### src/rtl/bmu_pkg.sv
package bmu_pkg;
  // symbols per trellis step (one per codeword bit)
  localparam int N_SYM = 3;
  // number of distinct codewords
  localparam int N_CW  = 1 << N_SYM;
endpackage

### src/rtl/bmu_metric_calc.sv
module bmu_metric_calc #(
  parameter int                          SYM_W = 3,
  parameter int                          BM_W  = 5,
  parameter logic [bmu_pkg::N_SYM-1:0]   CODE  = '0
) (
  input  logic [bmu_pkg::N_SYM*SYM_W-1:0] syms,
  output logic [BM_W-1:0]                 metric
);
  localparam int EXT_W = BM_W - SYM_W;

  logic [SYM_W-1:0] raw;
  logic [BM_W-1:0]  ext;
  logic [BM_W-1:0]  acc;

  // signed sum: subtract a symbol when the codeword bit is 1, add it otherwise
  always_comb begin
    acc = '0;
    raw = '0;
    ext = '0;
    for (int k = 0; k < bmu_pkg::N_SYM; k++) begin
      raw = syms[k*SYM_W +: SYM_W];
      ext = {{EXT_W{raw[SYM_W-1]}}, raw};
      if (CODE[k]) acc = acc - ext;
      else         acc = acc + ext;
    end
  end

  assign metric = acc;
endmodule

### src/rtl/bmu_serializer.sv
module bmu_serializer #(
  parameter int BM_W = 5
) (
  input  logic            clk,
  input  logic            rst,
  input  logic            load,
  input  logic [BM_W-1:0] din,
  output logic            bit_o
);
  logic [BM_W-1:0] shreg;

  // load wins over shifting; zeros fill from the top so an idle line reads 0
  always_ff @(posedge clk) begin
    if (rst)       shreg <= '0;
    else if (load) shreg <= din;
    else           shreg <= {1'b0, shreg[BM_W-1:1]};
  end

  assign bit_o = shreg[0];
endmodule

### src/rtl/soft_bmu.sv
module soft_bmu #(
  parameter int SYM_W = 3,
  parameter int BM_W  = 5
) (
  input  logic                            clk,
  input  logic                            rst,
  input  logic                            in_valid,
  input  logic [SYM_W-1:0]                sym0,
  input  logic [SYM_W-1:0]                sym1,
  input  logic [SYM_W-1:0]                sym2,
  output logic [bmu_pkg::N_CW*BM_W-1:0]   bm_par,
  output logic [bmu_pkg::N_CW-1:0]        ser_bits,
  output logic                            ser_first
);
  localparam int N_CW  = bmu_pkg::N_CW;
  localparam int N_SYM = bmu_pkg::N_SYM;

  logic [N_SYM*SYM_W-1:0] syms;
  logic [N_CW*BM_W-1:0]   metric_now;
  logic                   first_q;

  assign syms = {sym2, sym1, sym0};

  for (genvar c = 0; c < N_CW; c++) begin : g_cw
    bmu_metric_calc #(
      .SYM_W (SYM_W),
      .BM_W  (BM_W),
      .CODE  (N_SYM'(c))
    ) calc_i (
      .syms   (syms),
      .metric (metric_now[c*BM_W +: BM_W])
    );

    always_ff @(posedge clk) begin
      if (rst)           bm_par[c*BM_W +: BM_W] <= '0;
      else if (in_valid) bm_par[c*BM_W +: BM_W] <= metric_now[c*BM_W +: BM_W];
    end

    bmu_serializer #(
      .BM_W (BM_W)
    ) ser_i (
      .clk   (clk),
      .rst   (rst),
      .load  (in_valid),
      .din   (metric_now[c*BM_W +: BM_W]),
      .bit_o (ser_bits[c])
    );
  end

  always_ff @(posedge clk) begin
    if (rst) first_q <= 1'b0;
    else     first_q <= in_valid;
  end

  assign ser_first = first_q;
endmodule

### config.mk
export PLATFORM = sky130hd
export DESIGN_NAME = soft_bmu
export DESIGN_NICKNAME = d
export VERILOG_FILES = /design/src/rtl/bmu_pkg.sv /design/src/rtl/bmu_metric_calc.sv /design/src/rtl/bmu_serializer.sv /design/src/rtl/soft_bmu.sv
export SDC_FILE = /design/constraint.sdc
export NUM_CORES = 1
export LEC_CHECK = 0
export ABC_CLOCK_PERIOD_IN_PS = 3550
export BUFFER_PORTS_ARGS = -buffer_cell sky130_fd_sc_hd__buf_2
export CELL_PAD_IN_SITES_DETAIL_PLACEMENT = 2
export CELL_PAD_IN_SITES_GLOBAL_PLACEMENT = 2
export CORE_MARGIN = 5
export CORE_UTILIZATION = 35
export CTS_CLUSTER_DIAMETER = 60
export DETAILED_ROUTE_END_ITERATION = 10
export GPL_TIMING_DRIVEN = 0
export PLACE_DENSITY_LB_ADDON = 0.05
export SKIP_LAST_GASP = 1
export SLEW_MARGIN = 20
export SYNTH_ARGS = -nofsm -noshare
export SYNTH_HDL_FRONTEND = slang
export SYNTH_SLANG_ARGS = --single-unit
### constraint.sdc
create_clock -name clk -period 3.55 [get_ports clk]
set_input_delay 0.5325 -clock clk [delete_from_list [all_inputs] [get_ports clk]]
set_output_delay 0.5325 -clock clk [all_outputs]
set_load 0.01 [all_outputs]
==> flow_summary_export.csv, run 1 <==
group,metric,value,unit
grt,grt_max_degree,12,
timing,finalCriticalPeriod,2.97,ns
drt,drc,0,
floorplan,die_h,115,um
critical_path,worstPathArrival,3.18,ns
drt,drtIter0Drc,72,
finish,stdcell_count,636,
yosys,synth_common_cells,"dfxtp_1, a21oi_1, nand2_1, ha_1, nor2_1",
yosys,avgSynthCellArea,9.12,sq um
timing,max_freq,0.337,GHz
critical_path,cpMostUsedCell,"inv_1",
timing,finalSetupTns,0,ns
floorplan,fp.dieW,115,um
critical_path,slowest_stage,"fa_1",
place,dp_slack,0.193,ns
finish,nFillCells,1225,
yosys,synth_area_leaders,"dfxtp_1, ha_1, a21oi_1",
drt,drt-total-wl,11.0,mm
grt,antenna_found_initial,0,
critical_path,critical_path.endpoint,"bm_par[9]",
timing,fin_skew,0.00840,ns
place,port_buffers,60,
critical_path,path_cells,"buf_2 -> inv_1 -> ha_1 -> inv_1 -> fa_1 -> xor2_1 -> ha_1 -> clkbuf_1 -> inv_1 -> a21o_1 -> a21oi_1 -> xor2_1 -> o22ai_2",
critical_path,critPathKind,"in -> reg",
grt,gr-usage-met1,0.213,
clock_tree,clock_latency,0.34,ns
drt,via_per_inst,4.92,
clock_tree,cts_buffer_depth,2,
grt,grt_usage,0.178,
critical_path,crit_path_start_kind,"input pin",
floorplan,dieArea,13200,sq um
clock_tree,cts-buffers-inserted,9,
yosys,post_synth_inst_count,423,
yosys,synthFlopType,"dfxtp_1",
critical_path,cp_top_family,"adder cells",
floorplan,pin_count,61,
power_and_ir_drop,p_per_area,534,nW/um^2
yosys,synth_seq_cells,75,
yosys,syn_area,3860,sq um
floorplan,rows,38,
finish,fin_nets,560,
outcome,status,"finished, final reports clean",
critical_path,timing.rr.end,"bm_par[14]",
power_and_ir_drop,leakage,2.06,nW
critical_path,crit_path_end_kind,"flop",
timing,setup_viol,0,
drt,vias,3128,
drt,first_pass_iters,4,
critical_path,cp_num_buf_inv,5,
finish,num_antenna_cells,0,
clock_tree,root_buffer,"clkbuf_8",
timing,finalHoldViolCount,0,
grt,use_met2,0.331,
place,dp.cells,623,
timing,max_slew_margin,0.570,
grt,grt.overflow.total,0,
yosys,synth_warnings,0,
yosys,synth_top_area_share,0.389,
timing,period_share,0.836,
timing,grt_setup_unrepaired,"no",
grt,top_usage_layer,"met2",
place,hpwl,9.08,mm
place,finalWeightedCongestion,0.799,
clock_tree,postCtsHoldBufs,0,
drt,wl_per_cell,17.4,um
power_and_ir_drop,total_power,2.40,mW
timing,finalMaxSlewViolations,0,
critical_path,cp-startpoint,"sym0[1]",
critical_path,slowest_delay,0.41,ns
timing,worst_slack,0.582,ns
finish,drive_above_1_share,0.181,
yosys,synth_most_common_cell,"dfxtp_1",
grt,grtUsageMet3,0.0274,
critical_path,worst-path-stages,13,
critical_path,regToRegSetupSlack,2.83,ns
critical_path,cp_max_fo,6,
grt,grt_pass1_wl,18.2,mm
power_and_ir_drop,irDropWorstVdd,0.184,mV
timing,tightest_slew,0.645,ns
run,max-cap-violations,0,
min_path,hp-class,"reg -> reg",
critical_path,r2r_cells,2,
critical_path,critPathRequiredTime,3.76,ns
clock_tree,htree_levels,3,
grt,grt_pass1_vias,3463,
clock_tree,cts.clk_slew.worst_paths,0.07,ns
critical_path,r2r-start,"bm_par[14]",
yosys,ys_seq_area_frac,0.389,
clock_tree,cts_tree,"built",
yosys,postSynth.asyncResetShare,0,
clock_tree,cts_setup_buffers,0,
yosys,synth_top_area_cell,"dfxtp_1",
drt,drtAntennaViolNets,0,
clock_tree,ctsResizeCount,0,
clock_tree,cts_sinks,75,
finish,syn_to_final_growth,16.3,%
floorplan,start_util,0.356,
yosys,synth.distinct_cells,29,
yosys,synth_edf_count,0,
yosys,syn_nets,489,
floorplan,coreArea,10800,sq um
[power by group]
group / switching, mW / total (mW) / internal [mW] / leakage [nW]
Combinational: 0.487 / 0.829 / 0.342 / 1.36
Clock: 0.302 / 0.561 / 0.259 / 0.0799
Sequential: 0.0461 / 1.01 / 0.963 / 0.620
[state kept, by name (all words and copies together), names as in the netlist]
| register | flops |
|---|---|
| bm_par | 34 |
| g_cw.ser_i.shreg | 40 |
| ser_first | 1 |
[worst min-delay path by stage]
stage | startpoint | to | depth (start not counted) | slack (ns)
4_1_cts | g_cw[2].ser_i.shreg[3] | g_cw[2].ser_i.shreg[2] | 1 | 0.44
2_1_floorplan | g_cw[1].ser_i.shreg[4] | g_cw[1].ser_i.shreg[3] | 2 | 0.40
5_1_grt | g_cw[7].ser_i.shreg[3] | g_cw[7].ser_i.shreg[2] | 1 | 0.46
6_report | g_cw[2].ser_i.shreg[3] | g_cw[2].ser_i.shreg[2] | 1 | 0.44
3_5_place_dp | g_cw[7].ser_i.shreg[3] | g_cw[7].ser_i.shreg[2] | 1 | 0.42
3_3_place_gp | g_cw[2].ser_i.shreg[3] | g_cw[2].ser_i.shreg[2] | 1 | 0.42
[metal layers]
| metal | up-vias | wire (um) |
|---|---|---|
| li1 | 1528 | - |
| met1 | 1546 | 4850 |
| met2 | 43 | 5760 |
| met3 | 11 | 320 |
| met4 | 0 | 113 |
| met5 | - | 0 |
[final cells by class]
type | instances | area [sq um] | share of cell area
plain buffers | 32 | 173 | 0.0385
clock buffers | 10 | 138 | 0.0307
clock inverters | 3 | 17.5 | 0.00390
inverters | 27 | 101 | 0.0226
multi-input cells | 289 | 2080 | 0.464
flip-flops and latches | 75 | 1500 | 0.334
well taps | 140 | 175 | 0.0390
repair buffers | 60 | 300 | 0.0669
[metrics by stage]
| stage | hold slack (ns) | utilization | cell area (sq um) |
|---|---|---|---|
| after floorplan | 0.401 | - | 3860 |
| after global placement | 0.419 | 0.400 | 4330 |
| after detailed placement | 0.419 | 0.400 | 4330 |
| after CTS | 0.439 | 0.414 | 4490 |
| after global routing | 0.458 | 0.414 | 4490 |
| final | 0.442 | 0.414 | 4490 |
[cell usage in the layout (no fill, tap or decap), drive strengths merged, types with 2 or more instances in the layout]
master and instances:
o21ai 6, nand2b 5, a2111oi 2, dfxtp 75
nor3 9, nor2 30, nand2 52, inv 26
fa 12, xnor2 21, buf 77, nor4 2
o21bai 3, a211oi 9, xor2 6, a21o 9
clkinv 3, ha 42, o21a 13, a21oi 53
o22ai 9, clkbuf 25, nor2b 2
[logic make-up (layout without fill, tap and decap cells)]
group / count (synthesis) / count (layout) / synth area share
simple gates: 102 / 102 / 0.112
compound gates: 105 / 105 / 0.166
mux: 1 / 1 / 0.00292
buf+inv: 59 / 132 / 0.0710
xor+xnor: 27 / 27 / 0.0613
fa+ha+maj: 54 / 54 / 0.198
flops: 75 / 75 / 0.389
(Power assumes the default switching activity.)
==> inputs of run 2 (changes only) <==
Settings changed: ABC_CLOCK_PERIOD_IN_PS 3550 to 2500, CORE_UTILIZATION 35 to 31.
Clock period 3.55 ns to 2.5 ns, I/O delays scaled along.
==> flow_summary_export.csv, run 2 (synthesized netlist as in run 1, its figures left out) <==
group,metric,value,unit
outcome,status,"finished, final reports clean",
drt,first_pass_iters,4,
clock_tree,cts-buffers-inserted,9,
place,finalWeightedCongestion,0.773,
finish,seq_area,1500,sq um
timing,hold_ws,0.434,ns
power_and_ir_drop,p_sw_frac,0.313,
timing,max_slew_margin,0.550,
power_and_ir_drop,leakage,2.18,nW
critical_path,critPathKind,"in -> reg",
grt,antenna_found_initial,0,
critical_path,cp_max_fo,4,
min_path,whs_path_depth,1,
timing,fin_skew,0.00509,ns
drt,vias,3150,
finish,syn_to_final_growth,26.1,%
grt,grt_pass1_vias,3495,
drt,drt-total-wl,11.8,mm
clock_tree,cts_buffer_depth,2,
clock_tree,cts_sinks,75,
power_and_ir_drop,p_clk_frac,0.353,
min_path,hp-class,"reg -> reg",
finish,final_common_cell,"dfxtp_1",
drt,wl_per_cell,17.6,um
timing,tightest_slew,0.675,ns
clock_tree,clock_latency,0.35,ns
drt,via_per_inst,4.71,
floorplan,die_h,122,um
floorplan,rows,40,
place,dp.cells,651,
clock_tree,cts_tree,"built",
power_and_ir_drop,p_int,2.91,mW
grt,grt_max_degree,14,
finish,top_register,"g_cw.ser_i.shreg",
critical_path,timing.rr.end,"bm_par[39]",
min_path,hold_path_end,"g_cw[2].ser_i.shreg[2]",
finish,num_antenna_cells,0,
grt,grt_pass1_wl,18.9,mm
timing,finalHoldViolCount,0,
grt,grt.overflow.total,0,
floorplan,coreArea,12100,sq um
finish,largest_register_ff_count,40,
finish,stdcell_count,669,
power_and_ir_drop,pwr-share-seq,0.339,
floorplan,dieArea,14800,sq um
place,hpwl,9.15,mm
power_and_ir_drop,power_frac_comb,0.308,
critical_path,crit_path_end_kind,"flop",
drt,drc,0,
finish,nFillCells,1386,
finish,fin_nets,563,
finish,drive_above_1_share,0.250,
critical_path,r2r_cells,2,
critical_path,regToRegSetupSlack,1.80,ns
power_and_ir_drop,irDropWorstVdd,0.514,mV
critical_path,crit_path_start_kind,"input pin",
floorplan,fp.dieW,122,um
timing,grt_setup_unrepaired,"no",
clock_tree,root_buffer,"clkbuf_16",
timing,finalMaxSlewViolations,0,
run,max-cap-violations,0,
clock_tree,cts.clk_slew.worst_paths,0.06,ns
clock_tree,htree_levels,3,
power_and_ir_drop,p_per_area,871,nW/um^2
critical_path,worstPathArrival,2.64,ns
critical_path,critPathRequiredTime,2.75,ns
critical_path,r2r-start,"bm_par[39]",
floorplan,start_util,0.319,
timing,finalCriticalPeriod,2.39,ns
timing,period_share,0.955,
floorplan,pin_count,61,
place,port_buffers,60,
timing,max_freq,0.419,GHz
timing,finalSetupTns,0,ns
grt,grt_usage,0.168,
finish,final_cell_mix,"dfxtp_1, buf_2, nand2_1",
drt,drtAntennaViolNets,0,
finish,multiInputGateArea,2200,sq um
power_and_ir_drop,p_switching,1.33,mW
min_path,hold_path.startpoint,"g_cw[2].ser_i.shreg[3]",
drt,drtIter0Drc,108,
timing,setup_viol,0,
## run 2: cell count changes in the layout (fill, tap and decap cells not counted), sizes merged
cell | previous run | this run
inv | 26 | 27
buf | 77 | 80
clkinvlp | 1 | 0
bufinv | 0 | 3
clkbuf | 25 | 24
## run 2: power by group through the flow
stage          clock network (mW)  logic, mW  registers, mW
2_1_floorplan                   0      0.765           1.49
3_3_place_gp                    0       1.18           1.46
3_5_place_dp                    0       1.22           1.47
4_1_cts                      1.54       1.30           1.44
5_1_grt                      1.58       1.46           1.46
6_report                     1.50       1.31           1.44
## run 2: critical path: stages
cell and delay [ns]:
buf_2 0.11, ha_1 0.26, fa_1 0.56, fa_1 0.48
a2111oi_1 0.43, a21oi_1 0.16, a211oi_1 0.25
## run 2: worst max path at each step
stage | startpoint | endpoint | slack (ns) | depth (start not counted)
2_1_floorplan | sym0[0] | bm_par[19] | -0.02 | 11
3_3_place_gp | sym0[1] | bm_par[19] | -0.55 | 12
3_5_place_dp | sym0[1] | bm_par[19] | -0.57 | 12
4_1_cts | sym0[1] | bm_par[9] | -0.02 | 12
5_1_grt | sym0[0] | bm_par[9] | 0.003 | 14
6_report | sym0[0] | bm_par[24] | 0.11 | 7
## run 2: metal layers
layer	global-route usage	vias to the layer above	share of wire
li1	-	1544	-
met4	0.0462	0	0.012
met1	0.194	1540	0.43
met2	0.305	56	0.52
met5	0	-	0
met3	0.0441	10	0.040
## run 2: timing repair
| action | in CTS | in global routing |
|---|---|---|
| setup buffers | 3 | 0 |
| hold buffers | 0 | 0 |
| gates resized for setup | 12 | 17 |
| endpoints found under the setup margin | 17 | 20 |
| pin swaps | 3 | 4 |
## run 2: metrics by stage
step	total power [mW]	util	setup WS, ns	area, sq um
CTS	4.28	0.397	-0.0212	4800
floorplan	2.26	-	-0.0216	3880
finish	4.24	0.402	0.112	4860
global placement	2.64	0.363	-0.548	4390
detailed placement	2.68	0.363	-0.570	4390
global route	4.50	0.402	0.00294	4860
## run 2: cell type report
| type | count | share of cell area |
|---|---|---|
| Sequential cell | 75 | 0.309 |
| Inverter | 27 | 0.0208 |
| Clock buffer | 9 | 0.0463 |
| Buffer | 32 | 0.0376 |
| Multi-Input combinational cell | 289 | 0.453 |
| Timing Repair Buffer | 63 | 0.0676 |
| Clock inverter | 6 | 0.0231 |
| Tap cell | 168 | 0.0432 |
==> inputs of run 3 (changes only) <==
Settings changed: BUFFER_PORTS_ARGS -buffer_cell sky130_fd_sc_hd__buf_2 to -buffer_cell sky130_fd_sc_hd__buf_4.
==> flow_summary_export.csv, run 3 (synthesized netlist as in run 1, its figures left out) <==
group,metric,value,unit
power_and_ir_drop,leakage,2.19,nW
clock_tree,cts-buffers-inserted,9,
timing,finalMaxSlewViolations,0,
finish,fin_nets,562,
critical_path,timing.rr.end,"bm_par[20]",
min_path,hp-class,"reg -> reg",
power_and_ir_drop,p_per_area,831,nW/um^2
critical_path,cp_top_family,"adder cells",
timing,finalCriticalPeriod,2.39,ns
finish,num_antenna_cells,0,
timing,fin_skew,0.00469,ns
drt,via_per_inst,4.69,
drt,drtAntennaViolNets,0,
timing,worst_slack,0.106,ns
timing,max_freq,0.418,GHz
critical_path,slowest_delay,0.56,ns
finish,largest_register_ff_count,40,
place,finalWeightedCongestion,0.794,
timing,period_share,0.958,
run,max-cap-violations,0,
finish,stdcell_count,669,
grt,grt_pass1_vias,3453,
timing,tightest_slew,0.648,ns
critical_path,regToRegSetupSlack,1.72,ns
clock_tree,htree_levels,3,
clock_tree,cts.clk_slew.worst_paths,0.06,ns
drt,vias,3138,
grt,antenna_found_initial,0,
floorplan,coreArea,12100,sq um
min_path,hold_path.startpoint,"g_cw[2].ser_i.shreg[3]",
clock_tree,cts_sinks,75,
min_path,hold_path_end,"g_cw[2].ser_i.shreg[2]",
timing,finalHoldViolCount,0,
place,hpwl,9.10,mm
drt,drt-total-wl,11.9,mm
timing,setup_viol,0,
clock_tree,cts_buffer_depth,2,
grt,grt_max_degree,13,
drt,first_pass_iters,4,
power_and_ir_drop,irDropWorstVdd,0.320,mV
critical_path,slowest_stage,"fa_1",
clock_tree,clock_latency,0.34,ns
critical_path,critPathRequiredTime,2.75,ns
place,dp_slack,-0.536,ns
finish,drive_above_1_share,0.257,
critical_path,worstPathArrival,2.65,ns
floorplan,dieArea,14800,sq um
place,port_buffers,60,
floorplan,rows,40,
grt,grt_usage,0.166,
floorplan,die_h,122,um
drt,wl_per_cell,17.8,um
timing,max_slew_margin,0.568,
finish,syn_to_final_growth,29.7,%
grt,grt.overflow.total,0,
min_path,whs_path_depth,1,
critical_path,cpMostUsedCell,"fa_1",
critical_path,path_cells,"buf_4 -> ha_1 -> fa_1 -> fa_1 -> a2111oi_2 -> a21oi_1 -> a211oi_1",
critical_path,r2r-start,"bm_par[20]",
critical_path,cp_max_fo,4,
finish,top_register,"g_cw.ser_i.shreg",
critical_path,r2r_cells,2,
critical_path,crit_path_start_kind,"input pin",
drt,drtIter0Drc,116,
grt,grt_pass1_wl,18.6,mm
critical_path,cp_num_buf_inv,1,
critical_path,crit_path_end_kind,"flop",
finish,final_cell_mix,"buf_4, dfxtp_1, nand2_1",
clock_tree,cts_tree,"built",
clock_tree,root_buffer,"clkbuf_16",
drt,drc,0,
critical_path,critPathKind,"in -> reg",
floorplan,pin_count,61,
place,dp.cells,651,
floorplan,fp.dieW,122,um
floorplan,start_util,0.319,
outcome,status,"finished, final reports clean",
timing,hold_ws,0.435,ns
==> run 3: worst max path at each step <==
| stage | start | end | slack [ns] | depth (start not counted) |
|---|---|---|---|---|
| after floorplan | sym0[0] | bm_par[19] | -0.02 | 11 |
| final | sym0[0] | bm_par[4] | 0.11 | 7 |
| after detailed placement | sym0[1] | bm_par[19] | -0.54 | 12 |
| after global placement | sym0[1] | bm_par[19] | -0.50 | 12 |
| after global routing | sym0[0] | bm_par[4] | -0.03 | 7 |
| after CTS | sym0[1] | bm_par[19] | -0.02 | 12 |
==> run 3: stage by stage <==
stage                     area, sq um  setup TNS, ns  total power [mW]  utilization
final                            5010              0              4.16        0.413
after CTS                        4910        -0.0474              4.15        0.405
after floorplan                  3880        -0.0375              2.26            -
after detailed placement         4540         -11.10              2.74        0.375
after global placement           4540          -9.30              2.70        0.375
after global routing             5010        -0.0295              4.41        0.413
==> run 3: what timing repair did <==
| item | 4_1_cts | 5_1_grt |
|---|---|---|
| hold buffers | 0 | 0 |
| resized for setup | 9 | 25 |
| setup buffers | 2 | 0 |
| pin swaps | 1 | 5 |
| setup endpoints to repair | 11 | 23 |
==> run 3: layer usage <==
layer / up-vias / part of all wire / wire [um] / global-route usage
met5: - / 0 / 0 / 0
met4: 0 / 0.012 / 139 / 0.0483
met3: 10 / 0.031 / 372 / 0.0353
met1: 1550 / 0.44 / 5290 / 0.196
li1: 1533 / - / - / -
met2: 45 / 0.51 / 6120 / 0.301
==> run 3: layout make-up <==
class / instances / area (sq um)
buffer: 32 / 183
clock buffer: 12 / 256
clock inverter: 4 / 48.8
fill: 1353 / 7110
inverter: 27 / 101
multi-input combinational: 289 / 2240
sequential: 75 / 1500
tap: 168 / 210
timing repair buffer: 62 / 469
==> run 3: worst reg2reg max path: stages, from the launching register on <==
cell and delay (ns):
dfxtp_1 0.39, nand2_1 0.09, a21oi_1 0.21
==> run 3: power breakdown <==
group	switching, mW	internal, mW	total (mW)
clock	0.514	0.826	1.34
sequential	0.0741	1.37	1.44
combinational	0.749	0.628	1.38
total	1.34	2.82	4.16
